==> src/rtl/ic_pkg.sv <==
package ic_pkg;
  localparam int TRAP_N    = 8;   // trap condition inputs
  localparam int URGENT_N  = 3;   // low bits: urgent group with own vectors
  localparam int FAULT_NUM = 10;  // shared number of the fault group
  localparam int TNUM_W    = 4;   // width of a trap number (all < 16)
  localparam int SRC_BASE  = 16;  // first peripheral trap number

  // trap number of urgent trap i: 2, 4, 6 ...
  function automatic logic [TNUM_W-1:0] urgent_num(input int i);
    return TNUM_W'(2 * (i + 1));
  endfunction
endpackage

==> src/rtl/ic_src_bank.sv <==
module ic_src_bank #(
  parameter int NSRC  = 32,
  parameter int LVL_W = 4,
  localparam int IDX_W = $clog2(NSRC)
) (
  input  logic                        clk,
  input  logic                        rst_n,
  input  logic                        wr_en,
  input  logic [IDX_W-1:0]            wr_idx,
  input  logic                        wr_pend,
  input  logic                        wr_ena,
  input  logic [LVL_W-1:0]            wr_lvl,
  input  logic [NSRC-1:0]             evt,
  input  logic                        clr_en,
  input  logic [IDX_W-1:0]            clr_idx,
  output logic [NSRC-1:0]             pend,
  output logic [NSRC-1:0]             ena,
  output logic [NSRC-1:0][LVL_W-1:0]  lvl
);
  for (genvar i = 0; i < NSRC; i++) begin : g_src
    logic             pend_q, pend_d;
    logic             ena_q,  ena_d;
    logic [LVL_W-1:0] lvl_q,  lvl_d;
    logic             hit_wr, hit_clr;

    assign hit_wr  = wr_en  && (wr_idx  == IDX_W'(i));
    assign hit_clr = clr_en && (clr_idx == IDX_W'(i));

    // ordering: acknowledge clear, then software write, then event
    always_comb begin
      pend_d = pend_q;
      ena_d  = ena_q;
      lvl_d  = lvl_q;
      if (hit_clr) pend_d = 1'b0;
      if (hit_wr) begin
        pend_d = wr_pend;
        ena_d  = wr_ena;
        lvl_d  = wr_lvl;
      end
      if (evt[i]) pend_d = 1'b1;
    end

    always_ff @(posedge clk or negedge rst_n) begin
      if (!rst_n) begin
        pend_q <= 1'b0;
        ena_q  <= 1'b0;
        lvl_q  <= '0;
      end else begin
        pend_q <= pend_d;
        ena_q  <= ena_d;
        lvl_q  <= lvl_d;
      end
    end

    assign pend[i] = pend_q;
    assign ena[i]  = ena_q;
    assign lvl[i]  = lvl_q;
  end
endmodule

==> src/rtl/ic_arbiter.sv <==
module ic_arbiter #(
  parameter int NSRC  = 32,
  parameter int LVL_W = 4,
  localparam int IDX_W = $clog2(NSRC)
) (
  input  logic [NSRC-1:0]             pend,
  input  logic [NSRC-1:0]             ena,
  input  logic [NSRC-1:0][LVL_W-1:0]  lvl,
  output logic                        found,
  output logic [IDX_W-1:0]            win_idx,
  output logic [LVL_W-1:0]            win_lvl
);
  // ascending scan with strict compare keeps the lower index on ties
  always_comb begin
    found   = 1'b0;
    win_idx = '0;
    win_lvl = '0;
    for (int i = 0; i < NSRC; i++) begin
      if (pend[i] && ena[i] && (!found || (lvl[i] > win_lvl))) begin
        found   = 1'b1;
        win_idx = IDX_W'(i);
        win_lvl = lvl[i];
      end
    end
  end
endmodule

==> src/rtl/ic_trap_unit.sv <==
module ic_trap_unit
  import ic_pkg::*;
(
  input  logic                 clk,
  input  logic                 rst_n,
  input  logic [TRAP_N-1:0]    evt,
  input  logic [TRAP_N-1:0]    clr,
  input  logic                 ack,
  output logic [TRAP_N-1:0]    flags,
  output logic                 found,
  output logic                 is_urgent,
  output logic [TNUM_W-1:0]    num
);
  localparam int FAULT_N = TRAP_N - URGENT_N;

  logic [TRAP_N-1:0]   pend_q, pend_d;
  logic [TRAP_N-1:0]   flag_q, flag_d;
  logic [URGENT_N-1:0] u_hit, u_low;
  logic                f_hit;
  logic [TRAP_N-1:0]   ack_mask;

  assign u_hit     = pend_q[URGENT_N-1:0];
  assign f_hit     = |pend_q[TRAP_N-1:URGENT_N];
  assign u_low     = u_hit & (~u_hit + URGENT_N'(1));
  assign found     = (|u_hit) | f_hit;
  assign is_urgent = |u_hit;

  always_comb begin
    num = TNUM_W'(FAULT_NUM);
    for (int i = URGENT_N - 1; i >= 0; i--) begin
      if (u_hit[i]) num = urgent_num(i);
    end
  end

  always_comb begin
    ack_mask = '0;
    if (ack) begin
      if (is_urgent) ack_mask = {{FAULT_N{1'b0}}, u_low};
      else           ack_mask = {{FAULT_N{1'b1}}, {URGENT_N{1'b0}}};
    end
    pend_d = (pend_q & ~ack_mask) | evt;
    flag_d = (flag_q & ~clr) | evt;
  end

  always_ff @(posedge clk or negedge rst_n) begin
    if (!rst_n) begin
      pend_q <= '0;
      flag_q <= '0;
    end else begin
      pend_q <= pend_d;
      flag_q <= flag_d;
    end
  end

  assign flags = flag_q;
endmodule

==> src/rtl/ic_prio_stack.sv <==
module ic_prio_stack #(
  parameter int W     = 5,
  parameter int DEPTH = 20,
  localparam int PW   = $clog2(DEPTH + 1),
  localparam int AW   = $clog2(DEPTH)
) (
  input  logic         clk,
  input  logic         rst_n,
  input  logic         push,
  input  logic         pop,
  input  logic [W-1:0] din,
  output logic [W-1:0] dout,
  output logic         empty
);
  logic [W-1:0]  mem_q [DEPTH];
  logic [PW-1:0] ptr_q, ptr_d;
  logic          do_push, do_pop;
  logic [AW-1:0] top_idx, wr_idx;

  assign do_push = push && (ptr_q < PW'(DEPTH));
  assign do_pop  = pop && !push && (ptr_q != '0);
  assign empty   = (ptr_q == '0);
  assign top_idx = empty ? '0 : AW'(ptr_q - PW'(1));
  assign wr_idx  = AW'(ptr_q);
  assign dout    = mem_q[top_idx];

  always_comb begin
    ptr_d = ptr_q;
    if (do_push)     ptr_d = ptr_q + PW'(1);
    else if (do_pop) ptr_d = ptr_q - PW'(1);
  end

  always_ff @(posedge clk or negedge rst_n) begin
    if (!rst_n) ptr_q <= '0;
    else        ptr_q <= ptr_d;
  end

  always_ff @(posedge clk) begin
    if (do_push) mem_q[wr_idx] <= din;
  end
endmodule

==> src/rtl/ic_ctrl.sv <==
module ic_ctrl
  import ic_pkg::*;
#(
  parameter int NSRC      = 32,
  parameter int LVL_W     = 4,
  parameter int STK_DEPTH = 20,
  localparam int IDX_W = $clog2(NSRC),
  localparam int CW    = LVL_W + 4,
  localparam int NUM_W = $clog2(SRC_BASE + NSRC),
  localparam int RW    = LVL_W + 1
) (
  input  logic               clk,
  input  logic               rst_n,
  input  logic               reg_wr,
  input  logic [IDX_W-1:0]   reg_addr,
  input  logic [CW-1:0]      reg_wdata,
  output logic [CW-1:0]      reg_rdata,
  input  logic [NSRC-1:0]    src_evt,
  input  logic [TRAP_N-1:0]  trap_evt,
  input  logic [TRAP_N-1:0]  trap_clr,
  output logic [TRAP_N-1:0]  trap_flags,
  input  logic               irq_ack,
  input  logic               irq_ret,
  output logic               irq_req,
  output logic               irq_is_trap,
  output logic [NUM_W-1:0]   irq_num,
  output logic [NUM_W+1:0]   irq_vec,
  output logic [RW-1:0]      cpu_prio
);
  localparam logic [RW-1:0] FAULT_LVL  = RW'(2 ** LVL_W);
  localparam logic [RW-1:0] URGENT_LVL = FAULT_LVL + RW'(1);

  logic [NSRC-1:0]            s_pend, s_ena;
  logic [NSRC-1:0][LVL_W-1:0] s_lvl;
  logic                       a_found;
  logic [IDX_W-1:0]           a_idx;
  logic [LVL_W-1:0]           a_lvl;
  logic                       t_found, t_urgent;
  logic [TNUM_W-1:0]          t_num;
  logic                       pick_trap;
  logic [RW-1:0]              pick_lvl;
  logic                       take, do_ret;
  logic [RW-1:0]              stk_top;
  logic                       stk_empty;
  logic [RW-1:0]              prio_q, prio_d;

  ic_src_bank #(.NSRC(NSRC), .LVL_W(LVL_W)) u_bank (
    .clk, .rst_n,
    .wr_en   (reg_wr),
    .wr_idx  (reg_addr),
    .wr_pend (reg_wdata[CW-1]),
    .wr_ena  (reg_wdata[CW-2]),
    .wr_lvl  (reg_wdata[LVL_W-1:0]),
    .evt     (src_evt),
    .clr_en  (take && !pick_trap),
    .clr_idx (a_idx),
    .pend    (s_pend),
    .ena     (s_ena),
    .lvl     (s_lvl)
  );

  ic_arbiter #(.NSRC(NSRC), .LVL_W(LVL_W)) u_arb (
    .pend (s_pend), .ena (s_ena), .lvl (s_lvl),
    .found (a_found), .win_idx (a_idx), .win_lvl (a_lvl)
  );

  ic_trap_unit u_trap (
    .clk, .rst_n,
    .evt   (trap_evt),
    .clr   (trap_clr),
    .ack   (take && pick_trap),
    .flags (trap_flags),
    .found (t_found),
    .is_urgent (t_urgent),
    .num   (t_num)
  );

  ic_prio_stack #(.W(RW), .DEPTH(STK_DEPTH)) u_stk (
    .clk, .rst_n,
    .push  (take),
    .pop   (do_ret),
    .din   (prio_q),
    .dout  (stk_top),
    .empty (stk_empty)
  );

  // candidate: any pending trap outranks every peripheral level
  always_comb begin
    pick_trap = t_found;
    if (t_found) pick_lvl = t_urgent ? URGENT_LVL : FAULT_LVL;
    else         pick_lvl = {1'b0, a_lvl};
    irq_req = (t_found || a_found) && (pick_lvl > prio_q);
    if (t_found) irq_num = NUM_W'(t_num);
    else         irq_num = NUM_W'(SRC_BASE) + NUM_W'(a_idx);
  end

  assign irq_is_trap = irq_req && pick_trap;
  assign irq_vec     = {irq_num, 2'b00};
  assign take        = irq_ack && irq_req;
  assign do_ret      = irq_ret && !take && !stk_empty;

  always_comb begin
    prio_d = prio_q;
    if (take)        prio_d = pick_lvl;
    else if (do_ret) prio_d = stk_top;
  end

  always_ff @(posedge clk or negedge rst_n) begin
    if (!rst_n) prio_q <= '0;
    else        prio_q <= prio_d;
  end

  assign cpu_prio  = prio_q;
  assign reg_rdata = {s_pend[reg_addr], s_ena[reg_addr], 2'b00, s_lvl[reg_addr]};
endmodule

==> config.mk <==
export PLATFORM = sky130hd
export DESIGN_NAME = ic_ctrl
export DESIGN_NICKNAME = d
export VERILOG_FILES = /design/src/rtl/ic_pkg.sv /design/src/rtl/ic_src_bank.sv /design/src/rtl/ic_arbiter.sv /design/src/rtl/ic_trap_unit.sv /design/src/rtl/ic_prio_stack.sv /design/src/rtl/ic_ctrl.sv
export SDC_FILE = /design/constraint.sdc
export NUM_CORES = 1
export LEC_CHECK = 0
export CORE_ASPECT_RATIO = 1.2
export CORE_MARGIN = 1.5
export CORE_UTILIZATION = 60
export DETAILED_ROUTE_END_ITERATION = 10
export DONT_BUFFER_PORTS = 1
export PLACE_DENSITY = 0.8
export SETUP_SLACK_MARGIN = 0.02
export SKIP_LAST_GASP = 1
export SLEW_MARGIN = 5
export SYNTH_ARGS = -nofsm -noshare
export SYNTH_HDL_FRONTEND = slang
export SYNTH_SLANG_ARGS = --single-unit
==> constraint.sdc <==
create_clock -name clk -period 64.7 [get_ports clk]
set_input_delay 9.705 -clock clk [delete_from_list [all_inputs] [get_ports clk]]
set_output_delay 9.705 -clock clk [all_outputs]
set_load 0.05 [all_outputs]
## Yosys cells after proc, flatten, opt, wreduce, memory -nomap -nowiden

Memories as Yosys holds them, arrays and structs flattened.
Cells that the tools add are included.

| word-level totals | value |
|---|---|
| flip-flop bits (word level) | 218 |
| RAM bits | 100 |
| output and inout bits | 37 |
| logic and storage cells | 665 |
| memories | 1 |

Memories:

| memory | words | bits a word | rd ports | clocked after memory_dff | write ports | line | RTL |
|---|---|---|---|---|---|---|---|
| u_stk.mem_q | 20 | 5 | 1 | 0 | 1 | ic_prio_stack.sv:15 | `logic [W-1:0] mem_q [DEPTH];` |

| operators by class | value |
|---|---|
| $add $sub $neg | 4 |
| order comparisons | 34 |
| equality and inequality tests | 62 |
| multiplexer cells | 212 |
| bitwise gates (word level) | 9 |
| reduce and logical (&&, ||, !) cells | 243 |

Operator list:

| kind | count |
|---|---|
| $mux W4 | 44 |
| $eq A5 B5 Y1 const B | 32 |
| $logic_and A1 B1 Y1 | 137 |
| $mux W1 | 134 |
| $gt A4 B4 Y1 | 31 |
| $mux W5 | 22 |
| $reduce_bool A3 Y1 | 32 |
| $eq A5 B4 Y1 const B | 16 |
| $eq A5 B3 Y1 const B | 8 |
| $logic_not A1 Y1 | 34 |
| $logic_or A1 B1 Y1 | 32 |
| $bmux W4 S5 | 1 |
| $eq A5 B2 Y1 const B | 4 |
| $and A8 B8 Y8 | 2 |
| $mux W8 | 2 |
| $not A8 Y8 | 2 |
| $or A8 B8 Y8 | 2 |
| $logic_not A5 Y1 | 3 |
| $mux W3 | 4 |
| $bmux W1 S5 | 2 |
| $eq A5 B1 Y1 const B | 2 |
| $add A5 B5 Y6 const A | 1 |
| $lt A5 B6 Y1 const B | 1 |
| $mux W6 | 1 |
| 13 further kinds | 15 |

## Logic depth before layout (Yosys ltp)

Gate-level depths: netlist of run 1.

| depth | value |
|---|---|
| depth in word-level cells | 137 |
| gate-level depth with buffers | 309 |

## Hierarchy

Synthesis of run 1 repeated with hierarchy kept, for this count alone.

| second synthesis, totals | value |
|---|---|
| cell total of the unflattened synthesis | 2247 |
| area, all modules | 23140.9 um2 |

Modules (own cells, without submodules):

| module | times used | cells an instance | area an instance (um2) | seq. area each (um2) |
|---|---|---|---|---|
| ic_src_bank | 1 | 597 | 8416.8 | 4804.6 |
| ic_arbiter | 1 | 1103 | 7344.5 | 0.0 |
| ic_prio_stack | 1 | 345 | 4683.2 | 3128.0 |
| ic_ctrl | 1 | 148 | 2063.2 | 125.1 |
| ic_trap_unit | 1 | 54 | 633.1 | 400.4 |

## Least setup slack after synthesis of run 1

OpenSTA, ideal clock, no wires.

| timing | value |
|---|---|
| kind | register -> output |
| start | reg u_bank.g_src[0].ena_q |
| end | out irq_vec[6] |
| arrival | 48.151 ns |
| setup slack | 6.844 ns |
| cell stages (with the launch flop) | 268 |
| path through | dfrtp_1 buf_2 nand3_1 ha_1 nor2b_1 o211ai_1 a21oi_1 mux2i_1 inv_1 ha_1 nor2b_1 o211ai_1 a31o_2 mux2_2 inv_1 ha_1 nor2b_1 o211ai_1 [... 232 more ...] a41o_1 nand2_1 nand3_1 clkbuf_1 and2_1 a31o_2 ha_1 nor2b_1 o21ai_0 nand2b_1 a21oi_1 a41oi_1 o211ai_1 nand3_1 nor2b_1 nand4_4 nor3_1 buf_4 |

| on the way | value |
|---|---|
| longest elaborated chain between the ends | 128 |
| elaborated cells on any way between the ends | 220 |
| those cells by class | 1 x add/sub; 31 x order compare; 94 x mux; 94 x reduce/logical |

Ends and longest elaborated chain:

| item | line | RTL |
|---|---|---|
| from (decl) | ic_src_bank.sv:22 | `logic ena_q, ena_d;` |
| from (signal assigned) | ic_src_bank.sv:50 | `ena_q <= ena_d;` |
| $logic_and A1 B1 Y1 * | ic_arbiter.sv:19 | `if (pend[i] && ena[i] && (!found \|\| (lvl[i] > win_lvl))) begin` |
| $mux W4 or $mux W1 (tied branches) | ic_arbiter.sv:19 |  |
| $gt A4 B4 Y1 or $logic_not A1 Y1 (tied branches) | ic_arbiter.sv:19 |  |
| $logic_or A1 B1 Y1 | ic_arbiter.sv:19 |  |
| $logic_and A1 B1 Y1 | ic_arbiter.sv:19 |  |
| $mux W4 or $mux W1 (tied branches) | ic_arbiter.sv:19 |  |
| $gt A4 B4 Y1 or $logic_not A1 Y1 (tied branches) | ic_arbiter.sv:19 |  |
| $logic_or A1 B1 Y1 | ic_arbiter.sv:19 |  |
| [... 112 more ...] | - |  |
| $logic_and A1 B1 Y1 | ic_arbiter.sv:19 |  |
| $mux W4 or $mux W1 (tied branches) | ic_arbiter.sv:19 |  |
| $gt A4 B4 Y1 or $logic_not A1 Y1 (tied branches) | ic_arbiter.sv:19 |  |
| $logic_or A1 B1 Y1 | ic_arbiter.sv:19 |  |
| $logic_and A1 B1 Y1 | ic_arbiter.sv:19 |  |
| $mux W5 * | ic_arbiter.sv:19 |  |
| $add A5 B5 Y6 * | ic_ctrl.sv:94 | `else irq_num = NUM_W'(SRC_BASE) + NUM_W'(a_idx);` |
| $mux W6 * | ic_ctrl.sv:93 | `if (t_found) irq_num = NUM_W'(t_num);` |
| to (decl) | ic_ctrl.sv:27 | `output logic [NUM_W+1:0] irq_vec,` |

Mark *: on every way between the ends. The rest lies on a longest branch, timed or not.

## Worst setup path in the final report of run 1

| timing | value |
|---|---|
| start | reg u_bank.g_src[0].ena_q |
| end | out irq_vec[4] |

Same word-level chain as after synthesis.

==> flow_summary.toml, run 1 <==
[worst_setup_path]
crit_family = "compound AO/OA/AOI/OAI gates"
cpMostUsedCell = "ha_1"
critical_path_arrival_ns = 51.54
crit-reg2reg-launch = "u_bank.g_src[0].ena_q"
slowest_delay_ns = 0.48
crit_path_max_fanout = 13
start_kind = "register"
r2r_end = "u_bank.g_src[9].pend_q"
crit_buf_inv = 22
reg2regPathDepth = 274
rrSetupSlack_ns = 11.46
crit_type = "reg -> out"
endpoint_kind = "output pin"
cpMaxStageDelayCell = "dfrtp_2"
critPathRequiredTime_ns = 54.99

[sta]
skew_ns = 0.0278
tightest_slew_ns = 1.22
setup_viol = 0
final_max_slew_viol_count = 0
clock.fmax_mhz = 16.3
slew_headroom = 0.186
post-route-period-util = 0.947
hold_viol_final = 0
period_minus_slack_ns = 61.24

[detailed_routing]
drt-total-wl_um = 61800
firstDrtPassIters = 6
via_per_inst = 6.91
vias = 18400
drc_errors = 0
wl_per_cell_um = 23.2
drt-initial-drc-count = 1818
antenna_left = 0

[clocking]
cts.sinks = 318
clkSlewWorstSetupHoldPaths_ns = 0.06
cts_max_level = 2
clk_latency_ns = 0.56
max-clock-path-buffers = 3
cts_tree = "done"
cts_buffers = 35
cts-root-buf = "clkbuf_16"

[floorplanning]
core_area_um2 = 35800
fp-row-count = 76
die_h_um = 211
start_util = 0.607
die_width_um = 177
dieArea_um2 = 37300
ios = 103

[synthesis]
ys_seq_elements = 318
synth_area_leaders = "dfrtp_1 25%, edfxtp_1 14%, mux2_2 8.6%, mux4_2 6.7%, ha_1 6.4%"
synth_edf_count = 100
ys_warn_count = 0
async_flop_share = 0.686
ys_types = 100
synth_area_leader_cell = "dfrtp_1"
synth-seq-area-share = 0.390
syn_inst = 2187
syn_area_um2 = 21700
synth_ff_type = "dfrtp_1"
post-synth-top-area-fraction = 0.251
syn-mean-instance-area_um2 = 9.93
yosysMostFrequentCell = "dfrtp_1"
synth.top_cells.by_count = "218 x dfrtp_1, 216 x nand2_1, 166 x mux2_2"

[placement]
detailed_place.area_um2 = 22100
port_buffers = 0
place_hpwl_um = 43800
globalplace.congestion = 0.958

[global_route]
grt_pass1_wl_um = 97000
antenna_found_initial = 10
grt_util_all_layers = 0.333
grt_pass1_vias = 18200
gr-total-overflow = 0
grt_max_degree = 219

[hold_path]
min-delay-start = "u_trap.pend_q[7]"
hold_path_depth = 1
hold_class = "reg -> reg"
hold_path_end = "u_trap.pend_q[7]"

[finish]
design_area_um2 = 23700
fin_nets = 2344
drive_gt1_frac = 0.187
fin_util = 0.663
syn2layout_area_growth_pct = 9.17

[run]
cap_violations = 0

[outcome]
status = "complete, no violations"
through the flow:
step                hold slack (ns)  instances  setup TNS [ns]  setup slack [ns]
floorplan                     0.440       2190               0              6.84
global placement              0.455       2588               0              1.77
detailed placement            0.462       2588               0             0.302
CTS                           0.474       2651               0             0.247
global route                  0.504       2664          -0.787            -0.208
finish                        0.473       2666               0              3.46
cell type report:
type	instances	area [um2]
Sequential cell	318	8460
Timing Repair Buffer	31	236
Clock inverter	14	246
Tap cell	468	586
Multi-Input combinational cell	1648	12700
Fill cell	2735	12100
Antenna cell	5	12.5
Inverter	133	499
Clock buffer	49	998
timing repair:
item | 4_1_cts | 5_1_grt
gates resized for setup | 3 | 56
buffers inserted | 0 | 10
pin swaps | 0 | 8
endpoints found under the setup margin | 10 | 14
hold endpoints to repair | 0 | 0
hold buffers | 0 | 0
cells in the final DEF, fill, tap and decap left out, drive strengths merged, types with 51 or more instances in the layout:
master / Yosys / routed
a21oi: 122 / 122
nand3: 59 / 59
inv: 132 / 133
o21ai: 146 / 146
nor3: 51 / 51
mux2: 167 / 167
nor2: 131 / 131
ha: 111 / 111
mux4: 65 / 65
dfrtp: 218 / 218
nand2: 216 / 216
edfxtp: 100 / 100
worst reg2reg max path, delay by kind of cell, from the launching register on:
kind                     cells  cell delay, ns
AO/OA/AOI/OAI              122           23.19
AND/OR/NAND/NOR             81           12.79
adder cells (fa/ha/maj)     33            9.37
multiplexers                15            4.99
buffers and inverters       23            2.28
flip-flops                   1            0.48
routing by layer:
metal,vias to the layer above,routed length (um),track usage
met4,12,3300,0.175
met2,944,30100,0.559
met1,9016,22600,0.396
li1,8218,-,-
met5,-,75,0
met3,242,5630,0.0794
worst max path at each step:
stage                                     start           to  slack [ns]  cells after the start
after global routing      u_bank.g_src[0].ena_q  irq_is_trap       -0.21                    272
after detailed placement  u_bank.g_src[0].ena_q  irq_is_trap        0.30                    269
final                     u_bank.g_src[0].ena_q   irq_vec[4]        3.46                    262
after floorplan           u_bank.g_src[0].ena_q   irq_vec[6]        6.84                    267
after global placement    u_bank.g_src[0].ena_q      irq_req        1.77                    268
after CTS                 u_bank.g_src[0].ena_q  irq_is_trap        0.25                    266
state kept, by name (all words and copies together), names as in the netlist:
| signal | cells |
|---|---|
| cpu_prio | 5 |
| u_trap.pend_q | 8 |
| u_bank.g_src.ena_q | 32 |
| u_bank.g_src.pend_q | 32 |
| u_stk.ptr_q | 5 |
| u_trap.flags | 8 |
| u_stk.mem_q | 100 |
| u_bank.g_src.lvl_q | 128 |
cell families (layout without fill, tap and decap cells):
family          count (synthesis)  in the layout  share of synthesized area
other cells                     1              9                   0.000173
simple gates                  684            684                      0.156
buf+inv                       224            227                     0.0409
flops                         318            318                      0.390
fa+ha+maj                     113            113                     0.0649
compound gates                599            599                      0.187
mux                           243            243                      0.159
xor+xnor                        5              5                    0.00202
Power of run 1 is left out: the tool's default activity adds up to more than one toggle a clock period on the data nets, which glitch-free logic cannot reach.
==> run 2, diff against run 1 <==
--- a/config.mk
+++ b/config.mk
@@ -5,7 +5,9 @@
 export SDC_FILE = /design/constraint.sdc
 export NUM_CORES = 1
 export LEC_CHECK = 0
-export CORE_ASPECT_RATIO = 1.2
+export ABC_AREA = 1
+export ABC_CLOCK_PERIOD_IN_PS = 64700
+export CORE_ASPECT_RATIO = 0.9
 export CORE_MARGIN = 1.5
 export CORE_UTILIZATION = 60
 export DETAILED_ROUTE_END_ITERATION = 10
==> flow_summary.toml, run 2 <==
[synthesis]
yosysMostFrequentCell = "nand2_1"
synth_edf_count = 100
post-synth-top-area-fraction = 0.262
synth_area_leader_cell = "dfrtp_1"
ys_types = 53
syn-mean-instance-area_um2 = 7.61
synth.top_cells.by_count = "653 x nand2_1, 359 x inv_1, 315 x o21ai_0"
syn_inst = 2734
synth_area_leaders = "dfrtp_1 26%, edfxtp_1 14%, nand2_1 12%, o21ai_0 7.6%, ha_1 6.7%"
syn_area_um2 = 20800
ys_warn_count = 0
async_flop_share = 0.686
synth-seq-area-share = 0.407
synth_ff_type = "dfrtp_1"
ys_seq_elements = 318

[worst_setup_path]
critPathRequiredTime_ns = 54.99
crit-reg2reg-launch = "u_bank.g_src[0].ena_q"
crit_type = "reg -> out"
endpoint_kind = "output pin"
cpMaxStageDelayCell = "nor2_1"
critical_path_arrival_ns = 39.65
rrSetupSlack_ns = 24.06
start_kind = "register"
r2r_end = "u_stk.mem_q[3][0]"
cpMostUsedCell = "nand2_1"
reg2regPathDepth = 316
crit_path_max_fanout = 12
slowest_delay_ns = 0.72

[detailed_routing]
firstDrtPassIters = 8
drt-total-wl_um = 61700
drt-initial-drc-count = 2041
antenna_left = 0
via_per_inst = 6.07
drc_errors = 0
wl_per_cell_um = 19.4
vias = 19300

[finish]
regMostFlops = "u_bank.g_src.lvl_q"
final_cell_mix = "653 x nand2_1, 359 x inv_1, 314 x o21ai_0"
n_antenna_cell = 0
largest_reg_flops = 128
top_regs = "u_bank.g_src.lvl_q x128, u_stk.mem_q x100"
fin_nets = 2865
fillCellCount = 2858
syn2layout_area_growth_pct = 6.62
drive_gt1_frac = 0.0740
final_common_cell = "nand2_1"

[clocking]
cts_buffers = 36
post_cts.repair.setup_buffers = 0
clkSlewWorstSetupHoldPaths_ns = 0.06
cts_max_level = 2
cts_resized = 0
cts_tree = "done"
ctsHoldBuffers = 0
max-clock-path-buffers = 3
cts-root-buf = "clkbuf_16"
cts.sinks = 318
clk_latency_ns = 0.55

[outcome]
status = "complete, no violations"

[hold_path]
hold_class = "reg -> reg"
hold_path_depth = 2
min-delay-start = "u_bank.g_src[21].lvl_q[0]"
hold_path_end = "u_bank.g_src[21].lvl_q[0]"

[sta]
setup_viol = 0
skew_ns = 0.0195
clock.fmax_mhz = 20.3
tightest_slew_ns = 1.22
period_minus_slack_ns = 49.35
slew_headroom = 0.184
tns_ns = 0
final_max_slew_viol_count = 0
hold_viol_final = 0
post-route-period-util = 0.763
rsz0062_at_grt = "no"

[floorplanning]
die_width_um = 199
start_util = 0.611
dieArea_um2 = 35800
ios = 103
fp-row-count = 64
die_h_um = 180
core_area_um2 = 34000

[global_route]
grt_pass1_wl_um = 97000
grt_pass1_vias = 18300
antenna_found_initial = 2
grt_max_degree = 219
grt_util_all_layers = 0.347
gr-total-overflow = 0

[placement]
port_buffers = 0
place_hpwl_um = 44200
globalplace.congestion = 0.969

[run]
cap_violations = 0
run 2: cell count changes in the layout (fill, tap and decap cells not counted), sizes merged, moves of 42 or more:
cell	delta
inv	+251
mux4	-65
mux2	-167
a21oi	-62
nand2	+497
a31oi	-42
a22oi	+62
o21ai	+188
nor3	-44
nor2	+61
nand3	+127
run 2: worst max path at each step:
| stage | startpoint | end | slack, ns | depth (start not counted) |
|---|---|---|---|---|
| 2_1_floorplan | u_bank.g_src[0].ena_q | irq_is_trap | 21.58 | 338 |
| 3_3_place_gp | u_bank.g_src[0].ena_q | irq_is_trap | 18.19 | 313 |
| 3_5_place_dp | u_bank.g_src[0].ena_q | irq_is_trap | 16.80 | 312 |
| 4_1_cts | u_bank.g_src[0].ena_q | irq_is_trap | 15.88 | 313 |
| 5_1_grt | u_bank.g_src[0].ena_q | irq_is_trap | 10.97 | 312 |
| 6_report | u_bank.g_src[0].ena_q | irq_is_trap | 15.35 | 312 |
run 2: area by class of cell:
class | instances | area, um2 | area share
multi-input cells | 1923 | 10300 | 0.464
flip-flops and latches | 318 | 8460 | 0.382
inverters | 391 | 1480 | 0.0667
clock buffers | 46 | 968 | 0.0437
well taps | 462 | 578 | 0.0261
clock inverters | 19 | 262 | 0.0118
repair buffers | 18 | 135 | 0.00610
run 2: worst max-delay path: cells and delay by family (launching register included):
kind,cells,cell delay [ns]
buffers and inverters,32,1.80
AND/OR/NAND/NOR,182,17.61
AO/OA/AOI/OAI,66,9.00
flip-flops,1,0.45
adder cells (fa/ha/maj),32,10.04
run 2: cells by family (layout without fill, tap and decap cells):
family,Yosys count,count (layout),share of synthesized area
flops,318,318,0.407
other cells,1,4,0.000180
buf+inv,496,474,0.100
simple gates,1197,1197,0.252
mux,2,2,0.000963
compound gates,604,604,0.170
fa+ha+maj,111,111,0.0668
xor+xnor,5,5,0.00211
run 2: stage by stage:
stage	utilization	hold WS (ns)	setup WS (ns)	area, um2	cells
after floorplan	-	0.453	21.58	20800	2737
after global placement	0.615	0.466	18.19	20900	3112
after detailed placement	0.615	0.473	16.80	20900	3112
after CTS	0.651	0.488	15.88	22200	3177
after global routing	0.651	0.516	10.97	22200	3177
final	0.651	0.485	15.35	22200	3177
run 2: layer usage:
layer  vias up  track usage  share of wire
li1       9023            -              -
met1      9023        0.477           0.40
met2      1041        0.540           0.45
met3       179       0.0634           0.10
met4         4        0.145          0.042
met5         -            0        0.00037
Power of run 2 is left out for the same reason.
